===== config.mk =====
export PLATFORM = sky130hd
export DESIGN_NAME = tck_rate_gen
export DESIGN_NICKNAME = d
export VERILOG_FILES = /design/src/rtl/tck_rate_pkg.sv /design/src/rtl/tck_rate_div.sv /design/src/rtl/tck_rate_ctrl.sv /design/src/rtl/tck_half_timer.sv /design/src/rtl/tck_rate_gen.sv
export SDC_FILE = /design/constraint.sdc
export NUM_CORES = 1
export LEC_CHECK = 0
export CAP_MARGIN = 20
export CORE_ASPECT_RATIO = 0.7
export CORE_MARGIN = 4
export CORE_UTILIZATION = 35
export CTS_CLUSTER_SIZE = 24
export DETAILED_ROUTE_END_ITERATION = 16
export DONT_BUFFER_PORTS = 1
export PLACE_DENSITY = 0.47
export SYNTH_ARGS = -nofsm -noshare
export SYNTH_HDL_FRONTEND = slang
export SYNTH_SLANG_ARGS = --single-unit

===== constraint.sdc =====
create_clock -name clk -period 4.2 [get_ports clk]
set_input_delay 0.42 -clock clk [delete_from_list [all_inputs] [get_ports clk]]
set_output_delay 0.42 -clock clk [all_outputs]
set_load 0.01 [all_outputs]

===== src/rtl/tck_rate_pkg.sv =====
package tck_rate_pkg;

  localparam int unsigned HZ_W = 32;

  typedef enum logic [7:0] {
    RATE_OK  = 8'h00,
    RATE_ERR = 8'hFF
  } rate_status_e;

  // Halve a full-period quotient, then remove the fixed overhead, floored at 0.
  function automatic logic [HZ_W-1:0] half_period_of(
    input logic [HZ_W-1:0] quotient,
    input logic [HZ_W-1:0] overhead
  );
    logic [HZ_W-1:0] half;
    half = quotient >> 1;
    if (half <= overhead) return '0;
    return half - overhead;
  endfunction

endpackage


===== src/rtl/tck_rate_div.sv =====
module tck_rate_div #(
  parameter int unsigned W = 32
) (
  input  logic         clk,
  input  logic         rst_n,
  input  logic         start,
  input  logic [W-1:0] dividend,
  input  logic [W-1:0] divisor,
  output logic         fin,
  output logic [W-1:0] quotient
);
  localparam int unsigned STEP_W = $clog2(W + 1);

  logic [W-1:0]      rem_q;
  logic [W-1:0]      dvd_q;
  logic [W-1:0]      dsr_q;
  logic [STEP_W-1:0] steps_q;
  logic              running;
  logic [W:0]        trial;
  logic [W:0]        diff;
  logic              fits;

  assign trial = {rem_q, dvd_q[W-1]};
  assign diff  = trial - {1'b0, dsr_q};
  assign fits  = trial >= {1'b0, dsr_q};

  always_ff @(posedge clk or negedge rst_n) begin
    if (!rst_n) begin
      rem_q    <= '0;
      dvd_q    <= '0;
      dsr_q    <= '0;
      steps_q  <= '0;
      running  <= 1'b0;
      fin      <= 1'b0;
      quotient <= '0;
    end else begin
      fin <= 1'b0;
      if (start && !running) begin
        rem_q    <= '0;
        dvd_q    <= dividend;
        dsr_q    <= divisor;
        quotient <= '0;
        steps_q  <= STEP_W'(W);
        running  <= 1'b1;
      end else if (running) begin
        rem_q    <= fits ? diff[W-1:0] : trial[W-1:0];
        dvd_q    <= dvd_q << 1;
        quotient <= {quotient[W-2:0], fits};
        steps_q  <= steps_q - 1'b1;
        if (steps_q == STEP_W'(1)) begin
          running <= 1'b0;
          fin     <= 1'b1;
        end
      end
    end
  end

endmodule


===== src/rtl/tck_rate_ctrl.sv =====
module tck_rate_ctrl
  import tck_rate_pkg::*;
#(
  parameter int unsigned TIMER_HZ   = 48_000_000,
  parameter int unsigned DEFAULT_HZ = 100_000,
  parameter int unsigned OVERHEAD   = 50,
  parameter int unsigned CNT_W      = 16
) (
  input  logic            clk,
  input  logic            rst_n,
  input  logic            req_valid,
  input  logic [HZ_W-1:0] req_hz,
  input  logic            div_fin,
  input  logic [HZ_W-1:0] div_quotient,
  output logic            div_start,
  output logic            busy,
  output logic            status_valid,
  output logic [7:0]      status,
  output logic [CNT_W-1:0] half_count
);
  localparam logic [HZ_W-1:0] LIMIT      = HZ_W'(1) << (CNT_W - 1);
  localparam logic [HZ_W-1:0] OVH        = HZ_W'(OVERHEAD);
  localparam logic [HZ_W-1:0] RESET_HALF = half_period_of(HZ_W'(TIMER_HZ / DEFAULT_HZ), OVH);

  logic            accept;
  logic [HZ_W-1:0] corrected;
  logic            in_range;

  assign accept    = req_valid && !busy;
  assign div_start = accept && (req_hz != '0);
  assign corrected = half_period_of(div_quotient, OVH);
  assign in_range  = corrected < LIMIT;

  always_ff @(posedge clk or negedge rst_n) begin
    if (!rst_n) begin
      busy         <= 1'b0;
      status_valid <= 1'b0;
      status       <= RATE_OK;
      half_count   <= RESET_HALF[CNT_W-1:0];
    end else begin
      status_valid <= 1'b0;
      if (accept) begin
        if (req_hz == '0) begin
          status_valid <= 1'b1;
          status       <= RATE_ERR;
        end else begin
          busy <= 1'b1;
        end
      end else if (busy && div_fin) begin
        busy         <= 1'b0;
        status_valid <= 1'b1;
        if (in_range) begin
          half_count <= corrected[CNT_W-1:0];
          status     <= RATE_OK;
        end else begin
          status <= RATE_ERR;
        end
      end
    end
  end

endmodule


===== src/rtl/tck_half_timer.sv =====
module tck_half_timer #(
  parameter int unsigned CNT_W = 16
) (
  input  logic             clk,
  input  logic             rst_n,
  input  logic             wait_req,
  input  logic [CNT_W-1:0] half_count,
  output logic             tick,
  output logic             waiting
);
  logic [CNT_W-1:0] ctr_q;
  logic [CNT_W-1:0] target_q;

  // Signed difference test: the wait is over once now - target is not negative.
  function automatic logic reached(input logic [CNT_W-1:0] now, input logic [CNT_W-1:0] target);
    logic [CNT_W-1:0] d;
    d = now - target;
    return !d[CNT_W-1];
  endfunction

  assign tick = waiting ? reached(ctr_q, target_q)
                        : (wait_req && reached(ctr_q, ctr_q + half_count));

  always_ff @(posedge clk or negedge rst_n) begin
    if (!rst_n) begin
      ctr_q    <= '0;
      target_q <= '0;
      waiting  <= 1'b0;
    end else begin
      ctr_q <= ctr_q + 1'b1;
      if (!waiting) begin
        if (wait_req && !tick) begin
          waiting  <= 1'b1;
          target_q <= ctr_q + half_count;
        end
      end else if (tick) begin
        waiting <= 1'b0;
      end
    end
  end

endmodule


===== src/rtl/tck_rate_gen.sv =====
module tck_rate_gen
  import tck_rate_pkg::*;
#(
  parameter int unsigned TIMER_HZ   = 48_000_000,
  parameter int unsigned DEFAULT_HZ = 100_000,
  parameter int unsigned OVERHEAD   = 50,
  parameter int unsigned CNT_W      = 16
) (
  input  logic             clk,
  input  logic             rst_n,
  input  logic             rate_req_valid,
  input  logic [31:0]      rate_req_hz,
  output logic             rate_busy,
  output logic             rate_status_valid,
  output logic [7:0]       rate_status,
  output logic [CNT_W-1:0] half_count,
  input  logic             wait_req,
  output logic             half_tick
);
  logic            div_start;
  logic            div_fin;
  logic [HZ_W-1:0] div_quotient;
  logic            timer_waiting;

  tck_rate_ctrl #(
    .TIMER_HZ  (TIMER_HZ),
    .DEFAULT_HZ(DEFAULT_HZ),
    .OVERHEAD  (OVERHEAD),
    .CNT_W     (CNT_W)
  ) u_ctrl (
    .clk         (clk),
    .rst_n       (rst_n),
    .req_valid   (rate_req_valid),
    .req_hz      (rate_req_hz),
    .div_fin     (div_fin),
    .div_quotient(div_quotient),
    .div_start   (div_start),
    .busy        (rate_busy),
    .status_valid(rate_status_valid),
    .status      (rate_status),
    .half_count  (half_count)
  );

  tck_rate_div #(.W(HZ_W)) u_div (
    .clk     (clk),
    .rst_n   (rst_n),
    .start   (div_start),
    .dividend(HZ_W'(TIMER_HZ)),
    .divisor (rate_req_hz),
    .fin     (div_fin),
    .quotient(div_quotient)
  );

  tck_half_timer #(.CNT_W(CNT_W)) u_timer (
    .clk       (clk),
    .rst_n     (rst_n),
    .wait_req  (wait_req),
    .half_count(half_count),
    .tick      (half_tick),
    .waiting   (timer_waiting)
  );

endmodule


==> flow_metrics.py, run 1 <==
metrics = {
    "status": {
        "outcome": "finished with violations",
        "violations": "negative hold slack, negative setup slack",
    },
    "synth": {
        "yosysSeqAreaShare_pct": 41.0,
        "synthMuxAreaShare_pct": 5.78,
        "synth_cells": 1190,
        "yosysTopAreaCell": "dfrtp_1",
        "synth_common_cells": "nand2_1, dfrtp_1, o21ai_0",
        "synth_top_family_by_area": "simple AND/OR/NAND/NOR gates",
        "syn_nets": 1308,
        "post-synth-top-count-cell": "nand2_1",
        "synthAdderAreaFrac_pct": 9.57,
        "yosysTopAreaCellShare_pct": 39.6,
        "synth_area_leaders": "dfrtp_1, ha_1, nand2_1",
        "async_flop_share_pct": 100,
        "yosys_warnings": 0,
        "synth_edf_count": 0,
        "synth-simple-area-share_pct": 17.0,
        "synth_area_um2": 10900,
        "avgSynthCellArea_um2": 9.14,
        "synthXorXnorAreaFrac_pct": 5.96,
        "synthFlopType": "dfrtp_1",
        "synth_seq_cells": 178,
        "synth_compound_area_share_pct": 16.0,
        "ys_types": 68,
    },
    "floorplan": {
        "start_util_pct": 35.9,
        "die-area_um2": 34000,
        "ios": 63,
        "die_w_um": 219,
        "die_h_um": 155,
        "coreArea_um2": 30300,
        "fp-row-count": 53,
    },
    "timing": {
        "fmax_mhz": 227,
        "min_period_ns": 4.41,
        "period_share_pct": 105,
        "drv_slew": 0,
        "worst_pin_slew_ns": 1.02,
        "setup_viol": 1,
        "rsz0062_at_grt": "yes",
        "fin_ws_ns": -0.210,
        "skew_ns": 0.00910,
        "holdWs_ns": -0.330,
        "slew_headroom_pct": 31.5,
        "hold_viol": 178,
    },
    "placement": {
        "port_buffers": 0,
        "preCtsSetupSlack_ns": -0.110,
        "hpwl_um": 19100,
        "gp_congestion": 0.807,
    },
    "cells_and_area": {
        "antenna_cells": 0,
        "utilization_pct": 39.9,
        "drive_above_1_share_pct": 12.4,
        "area_growth_pct": 11.3,
        "final_nets": 1311,
    },
    "pwr": {
        "cellLeakagePower_nw": 5.62,
        "finalPower_mw": 10.2,
        "pwr_density_cell_nw_per_um2": 840,
        "peakVddDrop_mv": 0.296,
    },
    "global_route": {
        "grt_pass1_vias": 7967,
        "antenna_found_initial": 0,
        "grt_util_met2_pct": 22.3,
        "grt.busiest_layer": "met1",
        "grt_use_total_pct": 16.7,
        "grt-ovfl-total": 0,
        "grt_pass1_wl_um": 44900,
        "grt_use_met1_pct": 27.1,
        "gr-usage-met3_pct": 3.42,
        "grt_max_degree": 179,
    },
    "worst_setup_path": {
        "r2r_end": "u_timer.target_q[8]",
        "regToRegSetupSlack_ns": 0.18,
        "crit_path_end_kind": "output pin",
        "critPathArrivalTime_ns": 3.99,
        "start_kind": "register",
        "rr_startpoint": "u_ctrl.half_count[1]",
        "crit_type": "register to output pin",
        "worstRegToRegCells": 20,
        "cp.required_ns": 3.78,
        "crit_fanout": 3,
    },
    "route": {
        "drc": 0,
        "viasPerCell": 5.08,
        "routed_wl_um": 27100,
        "vias": 8222,
        "wire_per_inst_um": 16.8,
        "dr.first_iter.drc_count": 508,
        "drtPass1Iterations": 5,
        "ant_nets": 0,
    },
    "clock_tree": {
        "cts_tree": "built",
        "path_clk_slew_ns": 0.07,
        "clock_path_buffers": 2,
        "h-tree-depth": 4,
        "cts_buffers": 17,
        "cts-root-buf": "clkbuf_16",
        "clkLatencyLatePin_ns": 0.45,
        "clkSinkCount": 178,
    },
    "worst_hold_path": {
        "hold_class": "input pin to asynchronous set/reset pin",
    },
    "flow_run": {
        "maxCapViolCount": 0,
    },
}
-- logic make-up (layout without fill, tap and decap cells) --
logic type / count (synthesis) / after routing
AND/OR/NAND/NOR: 400 / 400
AO/OA/AOI/OAI: 275 / 275
flip-flops: 178 / 178
buffers and inverters: 123 / 139
adder cells (fa/ha/maj): 82 / 82
XOR/XNOR: 74 / 74
multiplexers: 58 / 58
-- layout by cell type, fill, tap and decap left out, types with 7 or more instances in the layout --
cell type  netlist  routed
nand2_1        201     199
dfrtp_1        172     171
o21ai_0        107     104
ha_1            80      79
inv_1           70      70
nor2_1          57      57
xnor2_1         49      45
mux2_2          38      38
a21oi_1         40      36
buf_4            7      35
nand3_1         31      30
xor2_1          25      25
o211ai_1        25      25
nor3_1          21      21
mux2i_1         20      20
clkbuf_16        0      17
nor4_1          14      14
a21o_1          13      13
o21ai_2         10      11
nor2b_1         11      11
nand2b_1        11      11
nand4_1         11      11
o21a_1          11      11
o31ai_1         10      10
nand3b_1         9       9
o21bai_1         8       8
and3_1           7       7
a31oi_1          7       7
or3_1            7       7
a211oi_1         8       7
-- power by group --
part | switching (mW) | internal, mW | total, mW
clock | 0.742 | 0.843 | 1.58
combinational | 3.11 | 2.50 | 5.61
sequential | 0.631 | 2.34 | 2.97
total | 4.48 | 5.68 | 10.2
-- worst max-delay path by stage --
stage | startpoint | to | cells past startpoint
final | u_ctrl.half_count[1] | half_tick | 18
after global routing | u_timer.ctr_q[0] | half_tick | 18
after CTS | u_timer.ctr_q[0] | half_tick | 17
after detailed placement | u_ctrl.half_count[0] | half_tick | 17
after global placement | u_ctrl.half_count[0] | half_tick | 17
after floorplan | u_ctrl.half_count[0] | u_timer.target_q[10] | 18
-- what timing repair did --
| item | in CTS | in global routing |
|---|---|---|
| buffers inserted | 4 | 1 |
| hold endpoints to repair | 178 | 178 |
| cloned | 0 | 0 |
| pin swaps | 15 | 1 |
| resized for setup | 16 | 5 |
| setup endpoints to repair | 16 | 16 |
-- layer usage --
metal	vias up	share of wire (%)
li1	4193	-
met5	-	0
met1	3917	58
met3	13	3.0
met2	99	39
met4	0	0.54
-- area by class of cell --
class / instances / area (µm²)
multi-input cells: 889 / 6000
repair buffers: 36 / 283
clock inverters: 13 / 125
well taps: 412 / 515
fillers: 3044 / 18200
clock buffers: 19 / 443
inverters: 71 / 267
flip-flops and latches: 178 / 4470
-- registers in the layout (all words and copies together), names as in the netlist --
register / count
u_ctrl.half_count: 16
u_div.steps_q: 6
u_div.fin: 1
u_ctrl.busy: 1
u_div.rem_q: 32
u_div.dsr_q: 32
u_ctrl.status: 1
u_timer.waiting: 1
u_div.quotient: 32
u_div.dvd_q: 22
u_timer.ctr_q: 16
u_div.running: 1
u_timer.target_q: 16
u_ctrl.status_valid: 1
-- metrics by stage --
step	TNS, ns	area (µm²)	cells
global route	-1.19	12100	1618
finish	-0.210	12100	1618
global placement	-0.0492	11400	1581
CTS	-0.247	12100	1617
detailed placement	-0.406	11400	1581
floorplan	0	10900	1190
-- critical path: stages, from the launching register on --
cell and delay [ns]:
dfstp_2 0.56, buf_4 0.14, ha_1 0.24, a21oi_2 0.17
nand4b_1 0.16, nand3_1 0.11, and2_4 0.19, a21oi_1 0.13
o21bai_1 0.10, xnor2_2 0.17, ha_1 0.28, nand2_1 0.07
o21ai_1 0.21, nor4b_2 0.08, o31a_1 0.35, xnor2_2 0.15
xnor2_1 0.21, o2bb2ai_1 0.09, buf_4 0.14
No activity file was read; power rests on OpenSTA's default activity.
==> inputs of run 2 (changes only) <==
- CAP_MARGIN: 20 -> 40
- CELL_PAD_IN_SITES_DETAIL_PLACEMENT: default -> 0
- CELL_PAD_IN_SITES_GLOBAL_PLACEMENT: default -> 2
- CORE_UTILIZATION: 35 -> 37
- PLACE_DENSITY: 0.47 -> 0.73
==> flow_metrics.py, run 2 (same netlist as run 1, synthesis figures left out) <==
metrics = {
    "floorplan": {
        "start_util_pct": 37.6,
        "ios": 63,
        "die-area_um2": 32200,
        "fp-row-count": 52,
        "die_h_um": 151,
        "coreArea_um2": 29000,
        "die_w_um": 213,
    },
    "timing": {
        "finalSetupTns_ns": -0.207,
        "fmax_mhz": 227,
        "rsz0062_at_grt": "yes",
        "drv_slew": 0,
        "setup_viol": 1,
        "worst_pin_slew_ns": 0.871,
        "period_share_pct": 105,
        "min_period_ns": 4.41,
        "hold_viol": 178,
        "slew_headroom_pct": 41.9,
        "fin_ws_ns": -0.207,
        "skew_ns": 0.0118,
        "holdWs_ns": -0.331,
    },
    "worst_setup_path": {
        "max_stage_delay_ns": 0.38,
        "crit_fanout": 2,
        "cp.required_ns": 3.78,
        "crit_path_end_kind": "output pin",
        "critPathArrivalTime_ns": 3.99,
        "crit_chain": "ha_2 > fa_2 > a21o_1 > a311oi_2 > buf_4 > buf_4 > buf_4 > o21bai_1 > xnor2_1 > ha_1 > o21ai_0 > a21oi_1 > nor4b_2 > o31a_1 > xnor2_2 > xnor2_2 > o2bb2ai_1 > buf_4",
        "start_kind": "register",
        "cp_slowest_cell": "dfrtp_1",
        "crit_type": "register to output pin",
        "cpMostUsedCell": "buf_4",
    },
    "route": {
        "wire_per_inst_um": 17.2,
        "vias": 8265,
        "dr.first_iter.drc_count": 414,
        "routed_wl_um": 27200,
        "viasPerCell": 5.22,
        "drtPass1Iterations": 7,
        "ant_nets": 0,
        "drc": 0,
    },
    "clock_tree": {
        "cts_buffers": 17,
        "clkSinkCount": 178,
        "path_clk_slew_ns": 0.06,
        "h-tree-depth": 4,
        "clkLatencyLatePin_ns": 0.45,
        "cts_tree": "built",
        "clock_path_buffers": 2,
        "cts-root-buf": "clkbuf_16",
    },
    "pwr": {
        "cellLeakagePower_nw": 5.67,
        "pwr_density_cell_nw_per_um2": 853,
        "finalPower_mw": 10.4,
        "peakVddDrop_mv": 0.363,
    },
    "placement": {
        "preCtsSetupSlack_ns": -0.195,
        "gp_congestion": 0.787,
        "hpwl_um": 18900,
        "placed_area_um2": 11400,
        "port_buffers": 0,
    },
    "cells_and_area": {
        "final_cell_area_um2": 12200,
        "layout_commonest_cell": "nand2_1",
        "area_growth_pct": 11.7,
        "drive_above_1_share_pct": 12.4,
        "final_nets": 1309,
        "antenna_cells": 0,
        "largest_registers": "u_div.dsr_q (32), u_div.quotient (32), u_div.rem_q (32)",
        "final_cell_mix": "nand2_1, dfrtp_1, o21ai_0",
    },
    "flow_run": {
        "maxCapViolCount": 0,
    },
    "global_route": {
        "grt_use_total_pct": 17.7,
        "antenna_found_initial": 0,
        "grt_pass1_wl_um": 44900,
        "grt_max_degree": 179,
        "grt_pass1_vias": 7929,
        "grt-ovfl-total": 0,
    },
    "status": {
        "violations": "negative hold slack, negative setup slack",
        "outcome": "finished with violations",
    },
    "worst_hold_path": {
        "hold_class": "input pin to asynchronous set/reset pin",
    },
}
## run 2: cell count changes in the layout (fill, tap and decap cells not counted), moves of 2 or more
cell,change
buf_6,+3
buf_4,-6
bufinv_16,+3
clkinvlp_4,-2
o21ai_0,-2
inv_6,-2
## run 2: where the power goes
| part | switching [mW] | internal (mW) | leakage [nW] |
|---|---|---|---|
| clock network | 0.729 | 1.03 | 0.307 |
| logic | 3.17 | 2.51 | 3.17 |
| registers | 0.584 | 2.34 | 2.19 |
## run 2: path summary, 6_finish.rpt
| kind | from | cells after the start | slack, ns | end |
|---|---|---|---|---|
| worst max-delay path | u_ctrl.half_count[0] | 18 | -0.21 | half_tick |
| worst min-delay path | rst_n | 0 | -0.33 | u_div.dsr_q[17] |
| worst max register to register | u_ctrl.half_count[0] | 19 | 0.25 | u_timer.target_q[15] |
| worst min register to register | u_div.fin | 1 | 0.45 | u_ctrl.busy |
| max in group asynchronous | rst_n | 0 | 4.20 | u_ctrl.half_count[2] |
| min in group clk | rate_req_hz[11] | 1 | 0.12 | u_div.dsr_q[11] |
## run 2: through the flow
| step | instances | utilization [%] |
|---|---|---|
| 2_1_floorplan | 1190 | - |
| 3_3_place_gp | 1544 | 39.2 |
| 3_5_place_dp | 1545 | 39.3 |
| 4_1_cts | 1579 | 41.8 |
| 5_1_grt | 1582 | 42.0 |
| 6_report | 1582 | 42.0 |
## run 2: layer usage
metal  track usage (%)  wire length [µm]
met1              28.7             15400
met2              23.5             10700
met3              3.95               872
met4              3.64               197
met5                 0                 0
## run 2: repair_timing
item,CTS,global route
pin swaps,10,1
buffers inserted,2,3
setup endpoints to repair,18,5
hold endpoints to repair,178,178
gates cloned,0,0
resized for setup,20,6
## run 2: final cells by class
| type | count | area (µm²) |
|---|---|---|
| Multi-Input combinational cell | 889 | 6020 |
| Clock buffer | 20 | 457 |
| Sequential cell | 178 | 4470 |
| Fill cell | 2872 | 16800 |
| Clock inverter | 12 | 180 |
| Timing Repair Buffer | 34 | 292 |
| Inverter | 71 | 267 |
| Tap cell | 378 | 473 |
## run 2: critical path: cells and delay by family (launching register included)
| kind | cells | cell delay [ns] |
|---|---|---|
| fa+ha+maj | 3 | 0.84 |
| xor+xnor | 3 | 0.49 |
| simple gates | 1 | 0.08 |
| buf+inv | 4 | 0.49 |
| flops | 1 | 0.38 |
| compound gates | 7 | 1.26 |
==> inputs of run 3 (changes only) <==
==> constraint.sdc (replaced) <==
create_clock -name clk -period 4.2 [get_ports clk]
set_input_delay 0.42 -clock clk [delete_from_list [all_inputs] [get_ports clk]]
set_output_delay 0.42 -clock clk [all_outputs]
set_load 0.02 [all_outputs]
==> flow_metrics.py, run 3 (same netlist as run 1, synthesis figures left out) <==
metrics = {
    "pwr": {
        "pwr_density_cell_nw_per_um2": 850,
        "peakVddDrop_mv": 0.277,
        "finalPower_mw": 10.3,
        "cellLeakagePower_nw": 5.68,
    },
    "worst_setup_path": {
        "crit_path_end_kind": "output pin",
        "crit_type": "register to output pin",
        "rr_startpoint": "u_ctrl.half_count[0]",
        "critPathTopFamily": "compound AO/OA/AOI/OAI gates",
        "crit_chain": "ha_2 > fa_2 > a21o_1 > a311oi_2 > o21ai_2 > a211oi_2 > nor2b_1 > o21ai_1 > nand2b_1 > xnor2_1 > ha_1 > nand2_1 > o31a_1 > xnor2_2 > xnor2_2 > o2bb2ai_1 > buf_4",
        "max_stage_delay_ns": 0.38,
        "worstRegToRegCells": 18,
        "cpMostUsedCell": "xnor2_2",
        "critPathBufInv": 1,
        "start_kind": "register",
        "r2r_end": "u_timer.target_q[5]",
        "cp_slowest_cell": "dfrtp_1",
        "critPathArrivalTime_ns": 3.93,
        "crit_fanout": 3,
        "cp.required_ns": 3.78,
        "regToRegSetupSlack_ns": 0.37,
    },
    "timing": {
        "fin_ws_ns": -0.150,
        "period_share_pct": 104,
        "worst_pin_slew_ns": 0.874,
        "holdWs_ns": -0.334,
        "hold_viol": 173,
        "slew_headroom_pct": 41.7,
        "skew_ns": 0.00929,
        "min_period_ns": 4.35,
        "drv_slew": 0,
        "rsz0062_at_grt": "yes",
        "setup_viol": 1,
        "fmax_mhz": 230,
    },
    "cells_and_area": {
        "largest_registers": "u_div.dsr_q (32), u_div.quotient (32), u_div.rem_q (32)",
        "final_nets": 1314,
        "layout_commonest_cell": "nand2_1",
        "final_cell_mix": "nand2_1, dfrtp_1, o21ai_0",
        "utilization_pct": 42.0,
        "drive_above_1_share_pct": 12.3,
        "antenna_cells": 0,
        "area_growth_pct": 11.8,
    },
    "clock_tree": {
        "clock_path_buffers": 2,
        "clkSinkCount": 178,
        "cts_buffers": 17,
        "clkLatencyLatePin_ns": 0.44,
        "cts_tree": "built",
        "path_clk_slew_ns": 0.07,
        "cts-root-buf": "clkbuf_16",
        "h-tree-depth": 4,
    },
    "route": {
        "wire_per_inst_um": 17.1,
        "viasPerCell": 5.17,
        "routed_wl_um": 27100,
        "vias": 8197,
        "dr.first_iter.drc_count": 461,
        "drc": 0,
        "ant_nets": 0,
        "drtPass1Iterations": 5,
    },
    "flow_run": {
        "maxCapViolCount": 0,
    },
    "global_route": {
        "grt-ovfl-total": 0,
        "grt_pass1_vias": 7889,
        "grt_use_total_pct": 17.4,
        "grt_pass1_wl_um": 44400,
        "grt_max_degree": 179,
        "antenna_found_initial": 0,
    },
    "placement": {
        "gp_congestion": 0.792,
        "port_buffers": 0,
        "hpwl_um": 19000,
        "preCtsSetupSlack_ns": -0.192,
    },
    "floorplan": {
        "ios": 63,
        "die_h_um": 151,
        "die-area_um2": 32200,
        "coreArea_um2": 29000,
        "start_util_pct": 37.6,
        "die_w_um": 213,
        "fp-row-count": 52,
    },
    "status": {
        "violations": "negative hold slack, negative setup slack",
        "outcome": "finished with violations",
    },
    "worst_hold_path": {
        "hold_class": "input pin to asynchronous set/reset pin",
    },
}
==> run 3: changes by cell type in the layout (fill, tap and decap cells not counted), sizes merged <==
cell	before	now
buf	34	39
bufinv	4	3
clkinv	4	1
clkinvlp	2	3
inv	73	71
clkbuf	20	24
==> run 3: routing by layer <==
layer  global-route usage [%]  up-vias  part of all wire [%]
met5                        0        -                     0
met4                     2.90        0                  0.63
met3                     4.18       14                   3.8
met2                     22.7       97                    38
met1                     28.7     3897                    57
li1                         -     4189                     -
==> run 3: per-stage QoR <==
| stage | instances | cell area [µm²] | TNS, ns |
|---|---|---|---|
| floorplan | 1190 | 10900 | -0.0000386 |
| global placement | 1549 | 11400 | -0.926 |
| detailed placement | 1550 | 11400 | -1.84 |
| CTS | 1586 | 12100 | -0.194 |
| global route | 1586 | 12200 | -0.404 |
| finish | 1586 | 12200 | -0.150 |
==> run 3: worst max-delay path by stage <==
stage                         start   endpoint  cells after the start  slack [ns]
5_1_grt        u_ctrl.half_count[0]  half_tick                     17       -0.40
6_report       u_ctrl.half_count[0]  half_tick                     17       -0.15
3_3_place_gp   u_ctrl.half_count[0]  half_tick                     17       -0.15
3_5_place_dp   u_ctrl.half_count[0]  half_tick                     17       -0.19
2_1_floorplan  u_ctrl.half_count[0]  half_tick                     16    -0.00004
4_1_cts        u_ctrl.half_count[0]  half_tick                     17       -0.19
==> run 3: area by class of cell <==
type | count | area (µm²)
clock buffer | 24 | 512
inverter | 71 | 267
fill | 2854 | 16800
multi-input combinational | 889 | 5990
tap | 378 | 473
clock inverter | 7 | 121
timing repair buffer | 39 | 325
sequential | 178 | 4470
==> run 3: where the power goes <==
group          switching, mW  leakage (nW)  internal (mW)
sequential             0.591          2.19           2.34
combinational           3.20          3.19           2.48
clock                  0.692         0.301           1.03
==> run 3: timing repair <==
item	CTS	global route
pin swaps	16	2
resized for setup	17	3
setup buffers	5	0
endpoints found under the setup margin	17	1
endpoints found under the hold margin	178	178
==> run 3: worst register-to-register path, stage by stage, from the launching register on <==
cell and delay (ns):
dfrtp_1 0.38, ha_2 0.21, fa_2 0.35, a21o_1 0.20, a311oi_2 0.27, o21ai_2 0.12, a211oi_2 0.29, nor2b_1 0.08
o21ai_1 0.12, nand2b_1 0.08, xnor2_1 0.15, ha_1 0.31, nand2_1 0.05, o31a_1 0.27, xnor2_2 0.17, xnor2_2 0.21
nand3_2 0.14, buf_12 0.19, mux2i_1 0.13
